--- src/rtl/swa_pkg.sv ---
package swa_pkg;
    typedef enum logic [2:0] {
        ST_IDLE,
        ST_PRE,
        ST_PRE_WAIT,
        ST_ARM,
        ST_GUARD,
        ST_DATA
    } swa_state_e;
endpackage

--- src/rtl/swa_ring.sv ---
module swa_ring #(
    parameter int SAMPLE_W = 12,
    parameter int WIN_LEN  = 8
) (
    input  logic                               clk,
    input  logic                               rst_n,
    input  logic                               clr,
    input  logic                               wr_en,
    input  logic [SAMPLE_W-1:0]                wr_data,
    output logic [WIN_LEN-1:0][SAMPLE_W-1:0]   next_win
);
    localparam int IDX_W = (WIN_LEN > 1) ? $clog2(WIN_LEN) : 1;

    logic [SAMPLE_W-1:0] mem_r [WIN_LEN];
    logic [IDX_W-1:0]    head_r;

    always_ff @(posedge clk or negedge rst_n) begin
        if (!rst_n) begin
            head_r <= '0;
            for (int k = 0; k < WIN_LEN; k++) mem_r[k] <= '0;
        end else if (clr) begin
            head_r <= '0;
        end else if (wr_en) begin
            mem_r[head_r] <= wr_data;
            head_r <= (head_r == IDX_W'(WIN_LEN-1)) ? '0 : head_r + 1'b1;
        end
    end

    // Window as it will be after the pending write: oldest slot is head+1.
    for (genvar i = 0; i < WIN_LEN; i++) begin : g_order
        if (i == WIN_LEN-1) begin : g_newest
            assign next_win[i] = wr_data;
        end else begin : g_older
            logic [IDX_W:0] sum;
            logic [IDX_W-1:0] idx;
            always_comb begin
                sum = {1'b0, head_r} + (IDX_W+1)'(i + 1);
                if (sum >= (IDX_W+1)'(WIN_LEN)) sum = sum - (IDX_W+1)'(WIN_LEN);
                idx = sum[IDX_W-1:0];
            end
            assign next_win[i] = mem_r[idx];
        end
    end
endmodule

--- src/rtl/swa_ctrl.sv ---
module swa_ctrl
    import swa_pkg::*;
#(
    parameter int WIN_LEN     = 8,
    parameter int PRE_WINDOWS = 112,
    parameter int DELAY_W     = 3
) (
    input  logic               clk,
    input  logic               rst_n,
    input  logic               restart,
    input  logic               smp_valid,
    input  logic               align_valid,
    input  logic [DELAY_W-1:0] align_delay,
    output logic               wr_en,
    output logic               emit_pre,
    output logic               emit_dat
);
    localparam int CNT_W    = $clog2(WIN_LEN + PRE_WINDOWS + 1);
    localparam int LAST_PRE = WIN_LEN + PRE_WINDOWS - 2;

    swa_state_e          st_r, st_nxt;
    logic [CNT_W-1:0]    cnt_r;
    logic [DELAY_W-1:0]  dly_hold_r;
    logic [DELAY_W-1:0]  dly_r;

    always_ff @(posedge clk or negedge rst_n) begin
        if (!rst_n) st_r <= ST_IDLE;
        else        st_r <= st_nxt;
    end

    always_comb begin
        st_nxt   = st_r;
        wr_en    = 1'b0;
        emit_pre = 1'b0;
        emit_dat = 1'b0;
        unique case (st_r)
            ST_IDLE: begin
                if (smp_valid) begin
                    wr_en  = 1'b1;
                    st_nxt = ST_PRE;
                end
            end
            ST_PRE: begin
                if (smp_valid) begin
                    wr_en = 1'b1;
                    if (cnt_r >= CNT_W'(WIN_LEN-1)) emit_pre = 1'b1;
                    if (cnt_r == CNT_W'(LAST_PRE))  st_nxt = ST_PRE_WAIT;
                end
            end
            ST_PRE_WAIT: begin
                if (align_valid) st_nxt = ST_ARM;
            end
            ST_ARM: begin
                if (smp_valid)
                    st_nxt = (dly_hold_r == '0) ? ST_DATA : ST_GUARD;
            end
            ST_GUARD: begin
                if (smp_valid && dly_r == DELAY_W'(1)) st_nxt = ST_DATA;
            end
            ST_DATA: begin
                if (smp_valid) begin
                    wr_en = 1'b1;
                    if (cnt_r == CNT_W'(WIN_LEN-1)) emit_dat = 1'b1;
                end
            end
            default: st_nxt = ST_IDLE;
        endcase
        if (restart) begin
            st_nxt   = ST_IDLE;
            wr_en    = 1'b0;
            emit_pre = 1'b0;
            emit_dat = 1'b0;
        end
    end

    always_ff @(posedge clk or negedge rst_n) begin
        if (!rst_n) begin
            cnt_r      <= '0;
            dly_hold_r <= '0;
            dly_r      <= '0;
        end else if (restart) begin
            cnt_r      <= '0;
            dly_hold_r <= '0;
            dly_r      <= '0;
        end else begin
            unique case (st_r)
                ST_IDLE: if (smp_valid) cnt_r <= CNT_W'(1);
                ST_PRE:  if (smp_valid) cnt_r <= cnt_r + 1'b1;
                ST_PRE_WAIT: begin
                    cnt_r <= '0;
                    if (align_valid) dly_hold_r <= align_delay;
                end
                ST_ARM:   if (smp_valid) dly_r <= dly_hold_r;
                ST_GUARD: if (smp_valid) dly_r <= dly_r - 1'b1;
                ST_DATA: begin
                    if (smp_valid)
                        cnt_r <= (cnt_r == CNT_W'(WIN_LEN-1)) ? '0 : cnt_r + 1'b1;
                end
                default: cnt_r <= '0;
            endcase
        end
    end
endmodule

--- src/rtl/sample_window_acq.sv ---
module sample_window_acq #(
    parameter int SAMPLE_W    = 12,
    parameter int WIN_LEN     = 8,
    parameter int PRE_WINDOWS = 112,
    parameter int DELAY_W     = 3
) (
    input  logic                             clk,
    input  logic                             rst_n,
    input  logic                             restart,
    input  logic                             smp_valid,
    input  logic [SAMPLE_W-1:0]              smp_data,
    input  logic                             align_valid,
    input  logic [DELAY_W-1:0]               align_delay,
    output logic                             pre_win_valid,
    output logic [WIN_LEN-1:0][SAMPLE_W-1:0] pre_win,
    output logic                             dat_win_valid,
    output logic [WIN_LEN-1:0][SAMPLE_W-1:0] dat_win
);
    logic wr_en, emit_pre, emit_dat;
    logic [WIN_LEN-1:0][SAMPLE_W-1:0] next_win;

    swa_ctrl #(
        .WIN_LEN    (WIN_LEN),
        .PRE_WINDOWS(PRE_WINDOWS),
        .DELAY_W    (DELAY_W)
    ) u_ctrl (
        .clk        (clk),
        .rst_n      (rst_n),
        .restart    (restart),
        .smp_valid  (smp_valid),
        .align_valid(align_valid),
        .align_delay(align_delay),
        .wr_en      (wr_en),
        .emit_pre   (emit_pre),
        .emit_dat   (emit_dat)
    );

    swa_ring #(
        .SAMPLE_W(SAMPLE_W),
        .WIN_LEN (WIN_LEN)
    ) u_ring (
        .clk     (clk),
        .rst_n   (rst_n),
        .clr     (restart),
        .wr_en   (wr_en),
        .wr_data (smp_data),
        .next_win(next_win)
    );

    always_ff @(posedge clk or negedge rst_n) begin
        if (!rst_n) begin
            pre_win_valid <= 1'b0;
            dat_win_valid <= 1'b0;
            pre_win       <= '0;
            dat_win       <= '0;
        end else begin
            pre_win_valid <= emit_pre;
            dat_win_valid <= emit_dat;
            if (emit_pre) pre_win <= next_win;
            if (emit_dat) dat_win <= next_win;
        end
    end
endmodule

--- config.mk ---
export PLATFORM = sky130hd
export DESIGN_NAME = sample_window_acq
export DESIGN_NICKNAME = d
export VERILOG_FILES = /design/src/rtl/swa_pkg.sv /design/src/rtl/swa_ring.sv /design/src/rtl/swa_ctrl.sv /design/src/rtl/sample_window_acq.sv
export SDC_FILE = /design/constraint.sdc
export NUM_CORES = 1
export LEC_CHECK = 0
export ABC_AREA = 0
export BUFFER_PORTS_ARGS = -buffer_cell sky130_fd_sc_hd__buf_2
export CAP_MARGIN = 15
export CORE_MARGIN = 4
export CORE_UTILIZATION = 45
export DETAILED_ROUTE_END_ITERATION = 12
export PLACE_DENSITY = 0.67
export SLEW_MARGIN = 20
export SYNTH_ARGS = -nofsm -noshare
export SYNTH_HDL_FRONTEND = slang
export SYNTH_HIERARCHICAL = 1
export SYNTH_SLANG_ARGS = --single-unit
--- constraint.sdc ---
create_clock -name clk -period 4.2 [get_ports clk]
set_input_delay 0.21 -clock clk [delete_from_list [all_inputs] [get_ports clk]]
set_output_delay 0.21 -clock clk [all_outputs]
set_load 0.01 [all_outputs]
==> metrics.csv, run 1 <==
stage,metric,value,unit
worst_hold_path,Worst Hold End,u_ctrl/dly_r[2],
drt,drt wl/cell,24.61,microns
placement,routability cong.,0.8123,
worst_setup_path,Crit path buffers/inverters,2,
finish,Non-Filler Instances,1780,
worst_setup_path,Critical R2R Launch,u_ring/head_r[0],
worst_setup_path,Reg2Reg Setup Slack,1.10,ns
timing,clk_skew,0.01358,ns
global_route,vias in the first global route,10667,
power,peak supply drop,0.2098,mV
floorplan,Die ar.,0.04081,sq mm
timing,Final Hold Vio Count,0,
synthesis,mapped cell area,0.01694,sq mm
worst_setup_path,crit path cell chain,inv_2 > ha_4 > buf_4 > mux2_2 > mux4_2 > mux2_2,
drt,post-route antenna net violation count,0,
synthesis,post-synthesis register bit count,309,
worst_setup_path,Crit. End Element,flip-flop,
worst_setup_path,Top delay family on crit path,multiplexers,
worst_setup_path,critical path type,reg2reg,
clock_tree,worst skew pair latency,0.53,ns
synthesis,Synth Flop Type,dfrtp_1,
run,Max-Cap Viols,0,
clock_tree,clk sinks,309,
worst_setup_path,Crit Path Max Fanout,33,
floorplan,initial core utilization,45.94,%
run_status,status,finished clean,
placement,placed instance count,1709,
worst_setup_path,critical path's slowest cell,dfrtp_2,
clock_tree,clk buf depth,3,
finish,Final nets,1280,
floorplan,# rows,70,
worst_setup_path,reg-to-reg endpoint,pre_win[51],
placement,DPL Wire Length,29670,microns
finish,filler instances,3065,
synthesis,"Async S/R FF share, synth",100.0,%
clock_tree,"Reg clk slew, reported paths",0.06,ns
synthesis,syn avg cell area,16.03,sq um
power,Power Dens Cells,360.1,mW/mm^2
clock_tree,post-CTS setup buffer count,0,
worst_setup_path,R2R cell count,6,
clock_tree,CTS tree,yes,
drt,TritonRoute pass-1 iters,5,
timing,max-slew violations,0,
timing,RSZ-0062 raised after global routing,no,
worst_setup_path,Required @ worst endpoint,4.62,ns
placement,port bufs,213,
global_route,initial antenna violation count,2,
finish,final core utilization,52.73,%
floorplan,die height,202.0,microns
drt,Iteration-0 DRC Markers,637,
drt,routed wire length,43800,microns
clock_tree,Inserted Clock Buffers,37,
global_route,largest net degree at the start of global routing,98,
synthesis,Mapped Nets,1089,
clock_tree,CTS root buffer,clkbuf_16,
worst_hold_path,hold path startpoint,smp_valid,
timing,period utilization,73.90,%
worst_hold_path,Hold Crit Class,in2reg,
timing,Fmax,322.2,MHz
worst_setup_path,Worst path most repeated cell,mux2_2,
worst_setup_path,worst path arrival time,3.52,ns
synthesis,"Distinct cells, synth",56,
power,P_leak,9.617,nW
worst_hold_path,hold depth,3,
worst_setup_path,CP Launch Type,flip-flop,
drt,Via-to-Cell Ratio,5.750,
synthesis,synthesis warning total,6,
timing,sum of negative setup slack,0,ns
synthesis,sequential area share after synthesis,45.65,%
global_route,first-pass GRT wire length,67610,microns
clock_tree,htree depth,2,
floorplan,IO Count,214,
floorplan,Core ar.,0.03687,sq mm
floorplan,Die Wd,202.0,microns
finish,area added between synthesis and finish,14.78,%
synthesis,Mapped Cells,1057,
global_route,GRT overflow,0,
timing,worst rel slew slack,31.74,%
worst_setup_path,crit-path max cell delay,0.70,ns
synthesis,number of synthesized flops with an enable pin,0,
drt,vias post-DR,10235,
finish,fraction of layout cells with a size suffix above 1,59.76,%
global_route,GRT Total Usage,21.24,%
timing,crit path time final,3.104,ns
timing,Finish-stage setup viols,0,
drt,# DRC,0,
timing,Worst Tran Pin Value,1.024,ns
## repair_timing
action                                 in CTS  in global routing
endpoints found under the hold margin      94                  0
hold buffers                                4                  0
resized for setup                           0                  0
## tightest hold or removal path: cells and delay by family
family / cells / cell delay [ns]
AOI/OAI and AO/OA: 1 / 0.06
and+or+nand+nor: 1 / 0.08
buffers and inverters: 1 / 0.17
## registers in the layout (all words and copies together) (netlist names)
signal / flops
u_ring/mem_r: 96
dat_win: 96
u_ctrl/dly_r: 3
pre_win: 96
u_ctrl/st_r: 3
u_ring/head_r: 3
dat_win_valid: 1
u_ctrl/cnt_r: 7
u_ctrl/dly_hold_r: 3
pre_win_valid: 1
## final cells by class
class | instances | area, sq um | share of cell area [%]
multi-input combinational | 649 | 8448 | 43.45
sequential | 309 | 7737 | 39.80
timing repair buffer | 241 | 1375 | 7.073
clock buffer | 54 | 1092 | 5.618
tap | 504 | 630.6 | 3.243
clock inverter | 12 | 118.9 | 0.6114
inverter | 10 | 37.54 | 0.1931
antenna | 1 | 2.502 | 0.01287
## cell usage in the layout (no fill, tap or decap), drive strengths merged, types with 2 or more instances in the layout
master and count:
nor2 12, mux2i 4, mux4 96, nand2 9, nand2b 5, o22ai 2, nand3b 2, o21ai 4
nor3b 2, a22oi 3, nand3 3, o2bb2ai 2, nor3 2, clkbuf 54, a21oi 7, nand4b 5
nand4 3, o31ai 2, clkinvlp 2, a22o 4, and4bb 4, buf 237, clkinv 7, ha 12
dlygate4sd3 4, mux2 445, xor2 2, bufinv 2, inv 11, dfrtp 309
## cells in the mapped netlist, drive strengths merged (4+ instances only)
library cell | number | share of area [%]
mux4 | 96 | 13
nand4b | 5 | 0.26
nand2b | 5 | 0.18
dfrtp | 309 | 46
nand2 | 9 | 0.20
and4bb | 4 | 0.30
buf | 83 | 4.2
clkbuf | 6 | 0.31
inv | 10 | 0.22
ha | 12 | 0.89
a22o | 4 | 0.21
mux2 | 445 | 32
a21oi | 7 | 0.21
nor2 | 12 | 0.27
mux2i | 4 | 0.24
o21ai | 4 | 0.12
## metal layers
metal / share of wire, % / track usage [%]
met1: 45 / 30.71
met2: 46 / 32.60
met3: 6.2 / 4.444
met4: 2.7 / 6.299
met5: 0 / 0
## power breakdown
group	internal [mW]	switching [mW]
Clock	1.93	1.25
Sequential	3.05	0.117
Combinational	0.317	0.338
## worst max-delay path by stage
stage / start / to / slack [ns] / cells after the start
floorplan: u_ring/head_r[0] / dat_win[0] / 1.26 / 10
global placement: u_ring/head_r[0] / dat_win[51] / 1.15 / 6
detailed placement: u_ring/head_r[0] / pre_win[51] / 1.11 / 6
CTS: u_ring/head_r[0] / pre_win[51] / 1.08 / 6
global route: u_ring/head_r[0] / pre_win[51] / 0.96 / 6
finish: u_ring/head_r[0] / pre_win[51] / 1.10 / 6
## logic make-up after synthesis
kind of cell / Yosys count / share of synthesized area, %
muxes: 545 / 45.00
xor gates and xnor gates: 3 / 0.2660
DFF: 309 / 45.65
buffers and inverters: 99 / 4.698
adders and majority gates: 12 / 0.8864
and+or+nand+nor: 56 / 2.105
AOI/OAI and AO/OA: 33 / 1.396
## metrics by stage
step | total power, mW | area [sq um] | worst slack [ns] | hold WS, ns
4_1_cts | 7.093 | 19440 | 1.084 | 0.02633
6_report | 7.001 | 19440 | 1.096 | 0.05155
3_5_place_dp | 3.871 | 18180 | 1.111 | 0.2947
5_1_grt | 7.284 | 19440 | 0.9595 | 0.05339
3_3_place_gp | 3.856 | 18180 | 1.151 | 0.2871
2_1_floorplan | 3.641 | 16940 | 1.262 | -0.08559
(Power assumes the default switching activity.)
==> inputs of run 2 (changes only) <==
--- a/config.mk
+++ b/config.mk
@@ -11,7 +11,7 @@
 export CORE_MARGIN = 4
 export CORE_UTILIZATION = 45
 export DETAILED_ROUTE_END_ITERATION = 12
-export PLACE_DENSITY = 0.67
+export PLACE_DENSITY = 0.69
 export SLEW_MARGIN = 20
 export SYNTH_ARGS = -nofsm -noshare
 export SYNTH_HDL_FRONTEND = slang
==> constraint.sdc (replaced) <==
create_clock -name clk -period 2.8 [get_ports clk]
set_input_delay 0.14 -clock clk [delete_from_list [all_inputs] [get_ports clk]]
set_output_delay 0.14 -clock clk [all_outputs]
set_load 0.01 [all_outputs]
==> run 2 against run 1 <==
- sequential share of layout area decreased by 0.69 points
- via count is 0.19% lower
- global-route usage down 0.31 points
- clock power grew 53%
- wire length fell by 2.1%
- final cell count increased by 1.4%
- total power is 51% higher
- clock skew fell by 0.0012 ns
- utilization is 0.93 points higher
- register-to-register slack got worse by 0.85 ns
- combinational power grew 55%
- flip-flop and latch count unchanged
- critical path type unchanged
- highest routed layer is now met5
==> metrics.csv, run 2 (synthesis gave the netlist of run 1 again) <==
stage,metric,value,unit,change
finish,Final nets,1307,,was 1280
clock_tree,clk buf depth,3,,unchanged
finish,"commonest non-fill, non-tap cells in the layout","307 x dfrtp_1, 250 x mux2_2, 212 x buf_2, 109 x mux2_4, 96 x mux4_2",,unchanged
placement,DPL Wire Length,29490,microns,was 29670 microns
floorplan,Die Wd,202.0,microns,unchanged
worst_setup_path,crit path cell chain,inv_1 > ha_4 > buf_12 > mux2_1 > mux4_2 > mux2_2,,was inv_2 > ha_4 > buf_4 > mux2_2 > mux4_2 > mux2_2
drt,vias post-DR,10216,,was 10.24k
placement,routability cong.,0.8191,,was 0.8123
worst_hold_path,Hold Crit Class,in2reg,,unchanged
finish,"most common cell after layout, fill and taps aside",dfrtp_1,,unchanged
global_route,initial antenna violation count,1,,was 2
worst_setup_path,Crit. End Element,flip-flop,,unchanged
worst_setup_path,Required @ worst endpoint,3.23,ns,was 4.62 ns
timing,max-slew violations,0,,unchanged
power,Power Dens Cells,536.0,mW/mm^2,was 360.1 mW/mm^2
timing,period utilization,91.20,%,was 73.90%
worst_hold_path,Worst Hold End,u_ring/mem_r[49],,was u_ctrl/dly_r[2]
timing,Fmax,391.6,MHz,was 322.2 MHz
clock_tree,worst skew pair latency,0.54,ns,was 0.53 ns
worst_hold_path,hold path startpoint,smp_data[1],,was smp_valid
clock_tree,post-CTS setup buffer count,0,,unchanged
finish,area added between synthesis and finish,16.80,%,was 14.78%
worst_setup_path,critical path type,reg2reg,,unchanged
worst_setup_path,Crit Path Max Fanout,25,,was 33
worst_setup_path,R2R cell count,6,,unchanged
drt,Via-to-Cell Ratio,5.660,,was 5.750
floorplan,Core ar.,0.03687,sq mm,unchanged
floorplan,Die ar.,0.04081,sq mm,unchanged
global_route,largest net degree at the start of global routing,80,,was 98
drt,routed wire length,42870,microns,was 43800 microns
drt,TritonRoute pass-1 iters,5,,unchanged
timing,RSZ-0062 raised after global routing,no,,unchanged
run_status,status,finished clean,,unchanged
worst_setup_path,CP Launch Type,flip-flop,,unchanged
worst_setup_path,critical path's slowest cell,mux4_2,,was dfrtp_2
clock_tree,CTS root buffer,clkbuf_16,,unchanged
timing,crit path time final,2.553,ns,was 3.104 ns
global_route,GRT Total Usage,20.94,%,was 21.24%
worst_hold_path,hold depth,2,,was 3
clock_tree,clk sinks,309,,unchanged
worst_setup_path,reg-to-reg endpoint,pre_win[11],,was pre_win[51]
clock_tree,"Reg clk slew, reported paths",0.06,ns,about the same
power,peak supply drop,0.3222,mV,was 0.2098 mV
global_route,first-pass GRT wire length,66300,microns,was 67610 microns
clock_tree,Inserted Clock Buffers,37,,unchanged
global_route,vias in the first global route,10715,,was 10.67k
timing,hold_ws,0.02772,ns,was 0.05155 ns
run,Max-Cap Viols,0,,unchanged
finish,biggest regs,"dat_win: 96 flops, pre_win: 96 flops, u_ring/mem_r: 96 flops",,unchanged
finish,fraction of layout cells with a size suffix above 1,59.77,%,was 59.76%
placement,port bufs,213,,unchanged
timing,Finish-stage setup viols,0,,unchanged
timing,Worst Tran Pin Value,0.8347,ns,was 1.024 ns
timing,sum of negative setup slack,0,ns,unchanged
timing,worst rel slew slack,44.35,%,was 31.74%
floorplan,die height,202.0,microns,unchanged
floorplan,# rows,70,,unchanged
worst_setup_path,Critical R2R Launch,u_ring/head_r[1],,was u_ring/head_r[0]
clock_tree,htree depth,2,,unchanged
drt,post-route antenna net violation count,0,,unchanged
global_route,GRT overflow,0,,unchanged
power,P_leak,9.783,nW,was 9.617 nW
floorplan,IO Count,214,,unchanged
floorplan,initial core utilization,45.94,%,unchanged
drt,drt wl/cell,23.75,microns,was 24.61 microns
timing,clk_skew,0.01238,ns,was 0.01358 ns
worst_setup_path,worst path arrival time,2.98,ns,was 3.52 ns
drt,Iteration-0 DRC Markers,607,,was 637
worst_setup_path,Reg2Reg Setup Slack,0.25,ns,was 1.10 ns
drt,# DRC,0,,unchanged
worst_setup_path,crit-path max cell delay,0.54,ns,was 0.70 ns
clock_tree,CTS tree,yes,,unchanged
finish,filler instances,3066,,was 3065
timing,Final Hold Vio Count,0,,unchanged
[run 2: cell count changes in the layout (fill, tap and decap cells not counted), sizes merged]
cell and change:
clkinv -3, buf +17, dlygate4sd3 +10, clkinvlp -2, clkbuf +3
[run 2: repair_timing]
action	CTS	global route
hold buffers	14	0
endpoints found under the hold margin	150	0
resized for setup	0	0
[run 2: how the worst max path moves through the flow]
stage,startpoint,end,slack (ns),cells after the start
floorplan,u_ring/head_r[0],dat_win[0],0.05,10
global placement,u_ring/head_r[1],pre_win[77],0.31,6
detailed placement,u_ring/head_r[1],pre_win[27],0.29,6
CTS,u_ring/head_r[1],pre_win[75],0.27,6
global route,u_ring/head_r[1],pre_win[11],0.20,6
finish,u_ring/head_r[1],pre_win[11],0.25,6
[run 2: critical path: cells and delay by family (launching register included)]
kind,cells,cell delay [ns]
multiplexers,3,1.19
buffers and inverters,2,0.34
flip-flops,1,0.42
adder cells (fa/ha/maj),1,0.49
[run 2: final cells by class]
class / count / area, sq um / area share [%]
timing repair buffer: 268 / 1699 / 8.588
clock inverter: 7 / 92.59 / 0.4680
antenna: 1 / 2.502 / 0.01265
multi-input combinational: 649 / 8448 / 42.70
sequential: 309 / 7737 / 39.11
clock buffer: 57 / 1134 / 5.730
tap: 504 / 630.6 / 3.187
inverter: 10 / 40.04 / 0.2024
[run 2: routing by layer]
| layer | global-route usage (%) | part of all wire (%) | vias to the layer above |
|---|---|---|---|
| met4 | 6.348 | 3.1 | 2 |
| met2 | 32.12 | 46 | 277 |
| met3 | 5.038 | 5.6 | 77 |
| met5 | 0 | 0.035 | - |
| li1 | - | - | 4458 |
| met1 | 29.79 | 46 | 5402 |
[run 2: power breakdown]
| group | internal (mW) | total, mW | switching, mW |
|---|---|---|---|
| combinational | 0.504 | 1.02 | 0.515 |
| sequential | 4.58 | 4.75 | 0.165 |
| clock | 2.96 | 4.84 | 1.87 |
[run 2: through the flow]
step | utilization (%) | worst slack (ns) | total power [mW] | std cells | area (sq um)
after floorplan | - | 0.05084 | 5.463 | 1057 | 16950
after global placement | 49.94 | 0.3086 | 5.788 | 1726 | 18420
after detailed placement | 49.94 | 0.2918 | 5.819 | 1726 | 18420
after CTS | 53.65 | 0.2681 | 10.74 | 1804 | 19780
after global routing | 53.65 | 0.2029 | 11.03 | 1804 | 19780
final | 53.65 | 0.2465 | 10.60 | 1805 | 19780
